[src/rtl/daisy_arb_pkg.sv]
// Package: shared types for the daisy-chain arbiter.
// Holds the state encoding used by the arbiter's control machine.
package daisy_arb_pkg;

    // Control states: free, grant rippling, owned, owned with overlapped arbitration
    typedef enum logic [1:0] {
        ARB_FREE   = 2'd0,
        ARB_GRANT  = 2'd1,
        ARB_OWNED  = 2'd2,
        ARB_PRESEL = 2'd3
    } arb_state_t;

endpackage

[src/rtl/chain_cell.sv]
// Module: chain_cell
// One device position in a grant chain. A requesting device keeps an
// incoming grant; an idle one hands it on to its neighbour.
// Assumes: purely combinational, no storage.
module chain_cell (
    input  logic gnt_in,
    input  logic want,
    output logic caught,
    output logic gnt_out
);

    // Keep or forward the grant
    always_comb begin
        caught  = gnt_in & want;
        gnt_out = gnt_in & ~want;
    end

endmodule

[src/rtl/chain_level.sv]
// Module: chain_level
// A row of ND chain cells sharing one grant line. The grant enters position
// 0 and ripples upward; tail reports that it left the row uncaught.
// Assumes: ND >= 1; the ripple settles within one clock cycle.
module chain_level #(
    parameter int ND = 4
) (
    input  logic          gnt_line,
    input  logic [ND-1:0] want,
    output logic [ND-1:0] caught,
    output logic          tail
);

    logic [ND:0] ripple;

    // Feed the grant line into the first position
    assign ripple[0] = gnt_line;

    genvar p;
    generate
        for (p = 0; p < ND; p++) begin : g_pos
            chain_cell u_cell (
                .gnt_in  (ripple[p]),
                .want    (want[p]),
                .caught  (caught[p]),
                .gnt_out (ripple[p+1])
            );
        end
    endgenerate

    // Grant that fell off the end of the chain
    assign tail = ripple[ND];

endmodule

[src/rtl/level_pick.sv]
// Module: level_pick
// Chooses the lowest-numbered level whose wired-OR request is active.
// Assumes: level 0 is the most important level.
module level_pick #(
    parameter int NL = 2,
    parameter int LW = 1
) (
    input  logic [NL-1:0] lvl_any,
    output logic          found,
    output logic [LW-1:0] pick
);

    // Priority scan from the least to the most important level
    always_comb begin
        found = 1'b0;
        pick  = '0;
        for (int l = NL - 1; l >= 0; l--) begin
            if (lvl_any[l]) begin
                found = 1'b1;
                pick  = LW'(l);
            end
        end
    end

endmodule

[src/rtl/daisy_arbiter.sv]
// Module: daisy_arbiter
// Central arbiter for NL priority levels of ND chained devices each. It
// raises one level's grant line for a cycle, latches the device that caught
// it as the owner, and waits for the shared release line. With overlap_en it
// preselects the next owner while the bus is still held.
// Assumes: the owner pulses rel_line once when done; the grant ripple is
// combinational.
module daisy_arbiter
    import daisy_arb_pkg::*;
#(
    parameter int NL = 2,
    parameter int ND = 4
) (
    input  logic             clk,
    input  logic             rst_n,
    input  logic             overlap_en,
    input  logic [NL*ND-1:0] dev_req,
    input  logic             rel_line,
    output logic [NL-1:0]    level_grant,
    output logic [NL*ND-1:0] dev_take,
    output logic [NL*ND-1:0] dev_own,
    output logic [NL*ND-1:0] dev_next,
    output logic             bus_busy
);

    localparam int NDEV = NL * ND;
    localparam int LW   = (NL > 1) ? $clog2(NL) : 1;

    arb_state_t        state_q;
    logic [LW-1:0]     lvl_q;
    logic [NDEV-1:0]   own_q;
    logic [NDEV-1:0]   nxt_q;

    logic [NDEV-1:0]   live_req;
    logic [NL-1:0]     lvl_any;
    logic [NL-1:0]     tails;
    logic              found;
    logic [LW-1:0]     pick;
    logic              drive_gnt;
    logic              caught_any;

    // Owner and pending owner stay out of arbitration
    assign live_req = dev_req & ~own_q & ~nxt_q;

    // Grant line is driven in a grant cycle, normal or overlapped
    always_comb begin
        drive_gnt = (state_q == ARB_GRANT) ||
                    ((state_q == ARB_PRESEL) && (nxt_q == '0));
    end

    genvar l;
    generate
        for (l = 0; l < NL; l++) begin : g_lvl
            // Wired OR of this level's requests
            assign lvl_any[l]     = |live_req[l*ND +: ND];
            // Only the latched level receives the grant
            assign level_grant[l] = drive_gnt && (lvl_q == LW'(l));

            chain_level #(.ND(ND)) u_chain (
                .gnt_line (level_grant[l]),
                .want     (live_req[l*ND +: ND]),
                .caught   (dev_take[l*ND +: ND]),
                .tail     (tails[l])
            );
        end
    endgenerate

    level_pick #(.NL(NL), .LW(LW)) u_pick (
        .lvl_any (lvl_any),
        .found   (found),
        .pick    (pick)
    );

    // A grant was caught if the driven line did not reach its tail
    assign caught_any = |(level_grant & ~tails);

    // Control machine: arbitration, ownership and handover
    always_ff @(posedge clk) begin
        if (!rst_n) begin
            state_q <= ARB_FREE;
            lvl_q   <= '0;
            own_q   <= '0;
            nxt_q   <= '0;
        end else begin
            case (state_q)
                ARB_FREE: begin
                    if (found) begin
                        lvl_q   <= pick;
                        state_q <= ARB_GRANT;
                    end
                end
                ARB_GRANT: begin
                    if (caught_any) begin
                        own_q   <= dev_take;
                        state_q <= ARB_OWNED;
                    end else begin
                        state_q <= ARB_FREE;
                    end
                end
                ARB_OWNED: begin
                    if (rel_line) begin
                        own_q   <= '0;
                        state_q <= ARB_FREE;
                    end else if (overlap_en && found) begin
                        lvl_q   <= pick;
                        state_q <= ARB_PRESEL;
                    end
                end
                ARB_PRESEL: begin
                    if (nxt_q == '0) begin
                        if (rel_line) begin
                            own_q   <= caught_any ? dev_take : '0;
                            state_q <= caught_any ? ARB_OWNED : ARB_FREE;
                        end else if (caught_any) begin
                            nxt_q <= dev_take;
                        end else begin
                            state_q <= ARB_OWNED;
                        end
                    end else if (rel_line) begin
                        own_q   <= nxt_q;
                        nxt_q   <= '0;
                        state_q <= ARB_OWNED;
                    end
                end
                default: state_q <= ARB_FREE;
            endcase
        end
    end

    // Registered ownership seen at the ports
    assign dev_own  = own_q;
    assign dev_next = nxt_q;
    assign bus_busy = (state_q == ARB_OWNED) || (state_q == ARB_PRESEL);

endmodule

[config.mk]
export PLATFORM = sky130hd
export DESIGN_NAME = daisy_arbiter
export DESIGN_NICKNAME = d
export VERILOG_FILES = /design/src/rtl/daisy_arb_pkg.sv /design/src/rtl/chain_cell.sv /design/src/rtl/chain_level.sv /design/src/rtl/level_pick.sv /design/src/rtl/daisy_arbiter.sv
export SDC_FILE = /design/constraint.sdc
export NUM_CORES = 1
export LEC_CHECK = 0
export ABC_AREA = 1
export BUFFER_PORTS_ARGS = -buffer_cell sky130_fd_sc_hd__buf_2
export CAP_MARGIN = 20
export CORE_ASPECT_RATIO = 0.6
export CORE_MARGIN = 2
export CORE_UTILIZATION = 49
export CTS_BUF_LIST = sky130_fd_sc_hd__clkbuf_4 sky130_fd_sc_hd__clkbuf_8
export DETAILED_ROUTE_END_ITERATION = 7
export GPL_TIMING_DRIVEN = 0
export HOLD_SLACK_MARGIN = 0.08
export PLACE_DENSITY = 0.9
export SLEW_MARGIN = 0
export SYNTH_ARGS = -nofsm -noshare
export SYNTH_HDL_FRONTEND = slang
export SYNTH_SLANG_ARGS = --single-unit
[constraint.sdc]
create_clock -name clk -period 1.85 [get_ports clk]
set_input_delay 0.37 -clock clk [delete_from_list [all_inputs] [get_ports clk]]
set_output_delay 0.37 -clock clk [all_outputs]
set_load 0.01 [all_outputs]
Yosys cells after proc, flatten, opt, wreduce, memory -nomap -nowiden:

Cells that the tools add are included.

* register bits: 19
* word-level logic and storage cells: 92
* input bits: 12
* output and inout bits: 27

* bitwise operators: 31
* muxes and demuxes: 25
* equal/unequal tests: 13
* reductions and logical operators: 19

Operators with widths (number)
* $mux W8: 8
* $pmux W8 S3: 1
* $and A1 B1 Y1: 16
* $and A8 B8 Y8: 2
* $mux W2: 8
* $not A8 Y8: 2
* $reduce_and A4 Y1: 4
* $ne A2 B2 Y1 const B: 7
* $ne A3 B3 Y1 const B: 3
* $not A1 Y1: 9
* $logic_not A8 Y1: 1
* $pmux W2 S4: 1
* $reduce_or A4 Y1: 2
* $mux W1: 6
* $reduce_bool A2 Y1: 3
* $eq A2 B2 Y1 const B: 2
* $logic_and A1 B1 Y1: 4
* $reduce_bool A3 Y1: 1
* $and A2 B2 Y2: 1
* $eq A2 B1 Y1 const B: 1
* $logic_not A2 Y1: 1
* $logic_or A1 B1 Y1: 2
* $not A2 Y2: 1
* $pmux W1 S2: 1
* $reduce_or A2 Y1: 1

Longest topological paths before layout:

Gate-level depths: netlist (run 1).

* depth in word-level cells: 15
* depth in mapped cells: 13
* depth with buffers taken out: 13

Hierarchy:

A second synthesis (run 1) with hierarchy kept.

* cell total of the unflattened synthesis: 253
* area, all modules: 1525.2 um^2

By module, submodules not included
* daisy_arbiter: sequential area each 380.4 um^2, area each 1367.6 um^2, instances 1, cells each 217
* chain_cell: sequential area each 0.0 um^2, area each 17.5 um^2, instances 8, cells each 4
* level_pick: sequential area each 0.0 um^2, area each 17.5 um^2, instances 1, cells each 4

Worst setup path before layout (run 1):

OpenSTA, ideal clock, no wires.

* path kind: register to register
* start: register nxt_q[4], in the netlist dev_next[4]
* end: register nxt_q[6], in the netlist dev_next[6]
* setup slack: 7 ps
* library setup time: 115 ps
* data arrival time: 1728 ps
* stages on the path, launching flop included: 12
* path through: dfxtp_1 nor2_1 nand2_2 nor2_4 inv_1 ha_1 inv_1 nor2_1 buf_2 nand3_1 nand2_1 nor2_1

* cells in the longest elaborated chain, start to end: 13
* elaborated cells on any way between the ends: 27
* those cells by class: eq/ne: 1; mux: 3; bitwise: 14; reduce/logical: 9

RTL lines
* from (decl): line daisy_arbiter.sv:32 `logic [NDEV-1:0] nxt_q;`
* from (signal assigned): line daisy_arbiter.sv:115 `nxt_q <= dev_take;`
* $logic_not A8 Y1: line daisy_arbiter.sv:48, daisy_arbiter.sv:110
* $logic_and A1 B1 Y1: line daisy_arbiter.sv:48 `((state_q == ARB_PRESEL) && (nxt_q == '0));`
* $logic_or A1 B1 Y1: line daisy_arbiter.sv:47 `drive_gnt = (state_q == ARB_GRANT) ||`
* $logic_and A1 B1 Y1: line daisy_arbiter.sv:57 `assign level_grant[l] = drive_gnt && (lvl_q == LW'(l));`
* $and A1 B1 Y1 (4 in series): line chain_cell.sv:15 `gnt_out = gnt_in & ~want;`
* $not A2 Y2: line daisy_arbiter.sv:75 `assign caught_any = |(level_grant & ~tails);`
* $and A2 B2 Y2: line daisy_arbiter.sv:75
* $reduce_or A2 Y1: line daisy_arbiter.sv:75
* $reduce_bool A2 Y1 (no source line)
* $reduce_and A4 Y1 (no source line)

Parallel ways exist; a longest one is shown, timed or not. The select of a mux whose other input is x is not followed.
A chain may end at the register's enable or synchronous reset.

Worst setup path after layout (run 1):

* start: register nxt_q[5], in the netlist dev_next[5]
* end: output dev_take[7]

* cells in the longest elaborated chain, start to end: 8
* elaborated cells on any way between the ends: 11
* those cells by class: bitwise: 7; reduce/logical: 4

RTL lines
* $logic_not A8 Y1: line daisy_arbiter.sv:48
* $logic_and A1 B1 Y1: line daisy_arbiter.sv:48
* $logic_or A1 B1 Y1: line daisy_arbiter.sv:47
* $logic_and A1 B1 Y1: line daisy_arbiter.sv:57
* $and A1 B1 Y1: line chain_cell.sv:15
* $and A1 B1 Y1 (*) (2 in series): line chain_cell.sv:15
* $and A1 B1 Y1 (*): line chain_cell.sv:14 `caught = gnt_in & want;`
* to (decl): line daisy_arbiter.sv:20 `output logic [NL*ND-1:0] dev_take,`

Mark *: on every way between the ends. The rest lies on a longest branch, timed or not.

==> results.py, run 1 <==
metrics = {
    "timing": {
        "drv_slew": 0,
        "setup_violations": 26,
        "fmax_mhz": 492,
        "fin_ws_ns": -0.183,
        "finalSetupTns_ns": -2.71,
        "hold_violations": 0,
        "rsz0062_at_grt": "yes",
        "fin_crit_sh_pct": 110,
        "fin_hold_ws_ns": 0.376,
        "relSlewSlack_pct": 68.8,
        "skew_ns": 0.00317,
        "final.min_clock_period_ns": 2.03,
        "worst_pin_slew_ns": 0.469,
    },
    "cts": {
        "htree_num_levels": 1,
        "cts_tree": "yes",
        "cts_hold_buf": 0,
        "clkSinkCount": 19,
        "insertion_delay_ns": 0.26,
        "cts_buffers": 3,
        "ctsLongestPathBuffers": 2,
        "path_clk_slew_ns": 0.07,
        "root_buffer": "clkbuf_8",
    },
    "floorplan": {
        "ios": 39,
        "dieArea_sq_mm": 0.00330,
        "coreArea_sq_mm": 0.00259,
        "fp-row-count": 14,
        "start_util_pct": 53.7,
        "die_h_um": 45.3,
        "dieWidth_um": 72.8,
    },
    "synthesis": {
        "synth_seq_area_share_pct": 27.3,
        "mappedNetlistArea_sq_mm": 0.00139,
        "netlist_instances": 235,
        "synth_fp_nets": 248,
        "synthAdderAreaFrac_pct": 0.898,
        "synth_top_family_by_area": "simple AND/OR/NAND/NOR gates",
        "synth.ff_latch_count": 19,
        "syn-mean-instance-area_sq_um": 5.93,
        "synthSimpleGateAreaFrac_pct": 41.1,
        "synth_mux_area_share_pct": 0,
        "ys_warn_count": 0,
        "synth_compound_area_share_pct": 13.0,
        "synthXorXnorAreaFrac_pct": 0,
        "ys_types": 24,
    },
    "grt": {
        "grt_pass1_wl_um": 6740,
        "track_usage_pct": 27.3,
        "antenna_found_initial": 0,
        "grt_pass1_vias": 1461,
        "grt_max_degree": 11,
        "overflow": 0,
    },
    "setup_path": {
        "cp_max_fo": 3,
        "cp.arrival_ns": 1.66,
        "r2r_end": "dev_own[1]",
        "required_ns": 1.48,
        "reg2regPathDepth": 14,
        "crit_slowest_cell": "dfxtp_4",
        "r2r_setup_slack_ns": -0.13,
        "rr_startpoint": "dev_next[5]",
        "path_class": "reg2out",
        "path_cells": "nor2_4 > nand2_2 > nor2_4 > nand2_2 > nand2_4 > nand4_1 > nor2_1 > nand2_1 > inv_2 > buf_6",
        "max_stage_delay_ns": 0.36,
        "critPathLaunchType": "register",
        "worst_setup_path_end_kind": "primary output",
    },
    "cells_and_area": {
        "layout.cells.most_common_list": "42 x nand2_1, 33 x nor2_1, 32 x buf_2",
        "final_common_cell": "nand2_1",
        "n_antenna_cell": 0,
        "fin_util_pct": 78.8,
        "nFillCells": 165,
        "drive_gt1_share_pct": 44.4,
        "fin_nets": 311,
        "syn_to_final_growth_pct": 46.6,
    },
    "power_and_ir_drop": {
        "ir_drop_uv": 542,
        "power.leakage_nw": 1.11,
        "finalPower_mw": 1.46,
        "powerDensity_mw_per_mm2": 714,
    },
    "route": {
        "post_drt_via_cell_ratio": 5.72,
        "drc_errors": 0,
        "antenna_left": 0,
        "drt-initial-drc-count": 314,
        "wl_um": 5260,
        "via_count": 1883,
        "firstDrtPassIters": 7,
        "post_drt_wl_per_cell_um": 16.0,
    },
    "worst_hold_path": {
        "min_path_cells": 3,
        "hold_class": "in2reg",
        "worstHoldStart": "rst_n",
        "hold_path_end": "dev_own[2]",
    },
    "placement": {
        "gp_congestion": 0.924,
        "port-buffer-count": 38,
        "place_ws_ns": -0.213,
        "dp_hpwl_um": 2990,
    },
    "outcome": {
        "violations": "negative setup slack",
        "status": "finished with violations",
    },
    "flow_run": {
        "maxCapViolations": 0,
    },
}
==> area by class of cell <==
class / instances / area, sq um / share of cell area [%]
buffer: 8 / 57.6 / 2.82
clock buffer: 4 / 48.8 / 2.39
inverter: 38 / 146 / 7.17
multi-input combinational: 163 / 905 / 44.3
sequential: 19 / 397 / 19.4
tap: 32 / 40.0 / 1.96
timing repair buffer: 65 / 448 / 21.9
==> critical path: cells and delay by family (launching register included) <==
family / cells / cell delay (ns)
flip-flops: 1 / 0.36
AND/OR/NAND/NOR: 8 / 0.85
buffers and inverters: 2 / 0.19
==> state kept, by name, indices dropped and copies added (netlist names) <==
signal	count
dev_next	8
dev_own	8
lvl_q	1
state_q	2
==> through the flow <==
stage               area, sq um  std cells
finish                     2040        329
global route               2040        329
CTS                        1920        322
detailed placement         1620        305
global placement           1620        305
floorplan                  1390        235
==> worst max path at each step <==
stage / from / endpoint / slack (ns) / depth (start not counted)
global placement: dev_next[4] / dev_next[5] / -0.17 / 11
finish: dev_next[5] / dev_take[7] / -0.18 / 10
detailed placement: dev_next[4] / dev_next[5] / -0.21 / 11
floorplan: dev_next[4] / dev_next[6] / 0.007 / 11
CTS: dev_next[1] / dev_take[7] / -0.14 / 10
global route: dev_next[4] / dev_take[7] / -0.26 / 10
==> synth_stat cells, drive strengths merged <==
library cell | number | area [sq um]
nand4 | 2 | 12.5
dfxtp | 19 | 380
ha | 1 | 12.5
nor2 | 49 | 206
or2 | 1 | 6.26
nor3 | 2 | 20.0
a21oi | 13 | 65.1
a41oi | 1 | 16.3
o21bai | 1 | 7.51
clkbuf | 2 | 7.51
inv | 38 | 143
buf | 13 | 96.3
nand2 | 53 | 211
o21ai | 14 | 70.1
a22oi | 2 | 15.0
a21o | 1 | 7.51
nand3 | 23 | 115
==> repair_timing <==
action,4_1_cts,5_1_grt
endpoints found under the setup margin,26,28
setup buffers,20,6
gates cloned,0,1
pin swaps,17,13
gates resized for setup,47,22
==> cells by family after synthesis <==
kind of cell / Yosys count
simple gates: 130
buf+inv: 53
compound gates: 32
flops: 19
fa+ha+maj: 1
==> report_power, final <==
part | leakage [nW] | internal, mW | switching (mW)
Clock | 0.0262 | 0.168 | 0.141
Sequential | 0.160 | 0.456 | 0.0410
Combinational | 0.921 | 0.249 | 0.403
Total | 1.11 | 0.872 | 0.586
==> routing by layer <==
metal | track usage, % | part of all wire (%) | up-vias
li1 | - | - | 849
met1 | 36.9 | 40 | 845
met2 | 44.4 | 43 | 164
met3 | 8.48 | 14 | 25
met4 | 3.70 | 2.5 | 0
met5 | 0 | 0 | -
Note: power is estimated with default switching activity, not from simulation.
==> inputs of run 2 (changes only) <==
SETUP_SLACK_MARGIN = 0.3   (was not set)
==> run 2 against run 1 <==
Against the previous run:
- the run ends with design-rule violations, negative setup slack left
- power up 23%
- first-iteration DRC count increased by 70%
- non-clock buffer count grew 14
- sequential share of layout area fell by 2.4 points
- critical path depth down 2
- clock-buffer cell count unchanged
- clock power grew 6.8%
- routed wire length grew 62%
- clock skew up 0.0024 ns
- setup slack worse by 0.32 ns
- sequential power hardly changed
- register-to-register slack got worse by 0.29 ns
==> results.py, run 2 (synthesis gave the netlist of run 1 again) <==
metrics = {
    "placement": {
        "place_area_sq_mm": 0.00164,
        "gp_congestion": 0.975,
        "dp_hpwl_um": 2990,
        "port-buffer-count": 38,
    },
    "cells_and_area": {
        "n_antenna_cell": 0,
        "fin_area_sq_mm": 0.00241,
        "fin_nets": 325,
        "final_common_cell": "nand2_1",
        "syn_to_final_growth_pct": 73.2,
        "drive_gt1_share_pct": 54.3,
        "layout.cells.most_common_list": "41 x nand2_1, 32 x nor2_1, 30 x buf_6",
        "nFillCells": 85,
    },
    "setup_path": {
        "crit_top_cell": "buf_4",
        "max_stage_delay_ns": 0.36,
        "path_cells": "nor2_4 > nand2_2 > buf_4 > o21ai_2 > nand3_2 > nor3_2 > buf_4 > buf_2",
        "critPathLaunchType": "register",
        "crit_slowest_cell": "dfxtp_4",
        "cp_top_family": "simple AND/OR/NAND/NOR gates",
        "path_buf_inv": 3,
        "worst_setup_path_end_kind": "primary output",
        "required_ns": 1.48,
        "cp.arrival_ns": 1.98,
        "path_class": "reg2out",
        "cp_max_fo": 4,
    },
    "route": {
        "firstDrtPassIters": 8,
        "drt-initial-drc-count": 533,
        "post_drt_via_cell_ratio": 6.78,
        "via_count": 2326,
        "antenna_left": 0,
        "wl_um": 8520,
        "post_drt_wl_per_cell_um": 24.8,
        "drc_errors": 88,
    },
    "cts": {
        "cts_buffers": 3,
        "path_clk_slew_ns": 0.08,
        "root_buffer": "clkbuf_8",
        "cts_tree": "yes",
        "clkSinkCount": 19,
        "htree_num_levels": 1,
        "insertion_delay_ns": 0.27,
        "ctsLongestPathBuffers": 2,
    },
    "grt": {
        "grt_pass1_vias": 1873,
        "grt_pass1_wl_um": 9170,
        "overflow": 0,
        "track_usage_pct": 38.0,
        "antenna_found_initial": 0,
        "grt_max_degree": 11,
    },
    "timing": {
        "rsz0062_at_grt": "yes",
        "skew_ns": 0.00557,
        "final.min_clock_period_ns": 2.35,
        "fmax_mhz": 425,
        "relSlewSlack_pct": 59.8,
        "drv_slew": 0,
        "worst_pin_slew_ns": 0.603,
        "fin_crit_sh_pct": 127,
        "fin_ws_ns": -0.505,
        "hold_violations": 0,
        "fin_hold_ws_ns": 0.378,
        "setup_violations": 29,
    },
    "outcome": {
        "status": "finished with violations",
        "violations": "design-rule violations, negative setup slack",
    },
    "power_and_ir_drop": {
        "powerDensity_mw_per_mm2": 742,
        "ir_drop_uv": 551,
        "finalPower_mw": 1.79,
        "power.leakage_nw": 1.27,
    },
    "floorplan": {
        "die_h_um": 45.3,
        "dieWidth_um": 72.8,
        "coreArea_sq_mm": 0.00259,
        "start_util_pct": 53.7,
        "dieArea_sq_mm": 0.00330,
        "ios": 39,
        "fp-row-count": 14,
    },
    "flow_run": {
        "maxCapViolations": 0,
    },
    "worst_hold_path": {
        "hold_class": "in2reg",
    },
}
-- run 2: cell types whose count changed in the layout (fill, tap and decap cells not counted), moves of 3 or more --
cell,previous run,this run
a21oi_1,12,6
buf_4,27,24
inv_1,29,25
dfxtp_4,2,7
dfxtp_2,7,3
nor2_4,8,14
buf_2,32,29
nand3_1,19,9
inv_4,0,4
buf_6,12,30
nand3_2,4,12
a21oi_2,1,7
nor2_2,8,3
-- run 2: stage by stage --
| step | TNS (ns) | std cells | worst slack, ns | util (%) |
|---|---|---|---|---|
| floorplan | 0 | 235 | 0.147 | - |
| global placement | -1.61 | 305 | -0.182 | 63.4 |
| detailed placement | -2.26 | 305 | -0.189 | 63.4 |
| CTS | -1.40 | 329 | -0.213 | 80.6 |
| global route | -11.23 | 343 | -0.544 | 93.1 |
| finish | -10.35 | 343 | -0.505 | 93.1 |
-- run 2: worst paths after layout --
path / from / to / slack (ns) / cells after the start
worst max-delay path: dev_next[4] / dev_take[5] / -0.50 / 8
worst max register to register: dev_next[4] / dev_own[6] / -0.42 / 12
worst min-delay path: rst_n / dev_own[3] / 0.38 / 3
worst min register to register: state_q[0] / state_q[0] / 0.57 / 2
-- run 2: layout make-up --
cell class	count	area [sq um]	area share, %
plain buffers	15	139	5.76
multi-input cells	163	1050	43.7
repair buffers	72	567	23.5
flip-flops and latches	19	410	17.0
well taps	32	40.0	1.66
clock buffers	4	48.8	2.02
inverters	38	153	6.33
-- run 2: timing repair --
action                                  in CTS  in global routing
setup buffers                               18                 14
hold buffers                                 0                  0
pin swaps                                   27                 28
resized for setup                           78                 49
gates cloned                                 2                  0
endpoints found under the setup margin      28                 29
-- run 2: where the power goes --
| group | total, mW | switching [mW] | internal, mW |
|---|---|---|---|
| registers | 0.497 | 0.0460 | 0.451 |
| logic | 0.963 | 0.603 | 0.360 |
| clock network | 0.330 | 0.161 | 0.169 |
| total | 1.79 | 0.810 | 0.979 |
-- run 2: per-layer routing --
metal	part of all wire (%)	vias to the layer above	global-route usage [%]
met4	11	0	20.4
li1	-	879	-
met5	0	-	0
met1	34	1018	46.5
met2	38	302	57.8
met3	17	127	15.8
-- run 2: worst reg2reg max path, delay by kind of cell, from the launching register on --
family                 cells  cell delay (ns)
AND/OR/NAND/NOR            6             0.71
AO/OA/AOI/OAI              3             0.63
flip-flops                 1             0.36
buffers and inverters      3             0.54
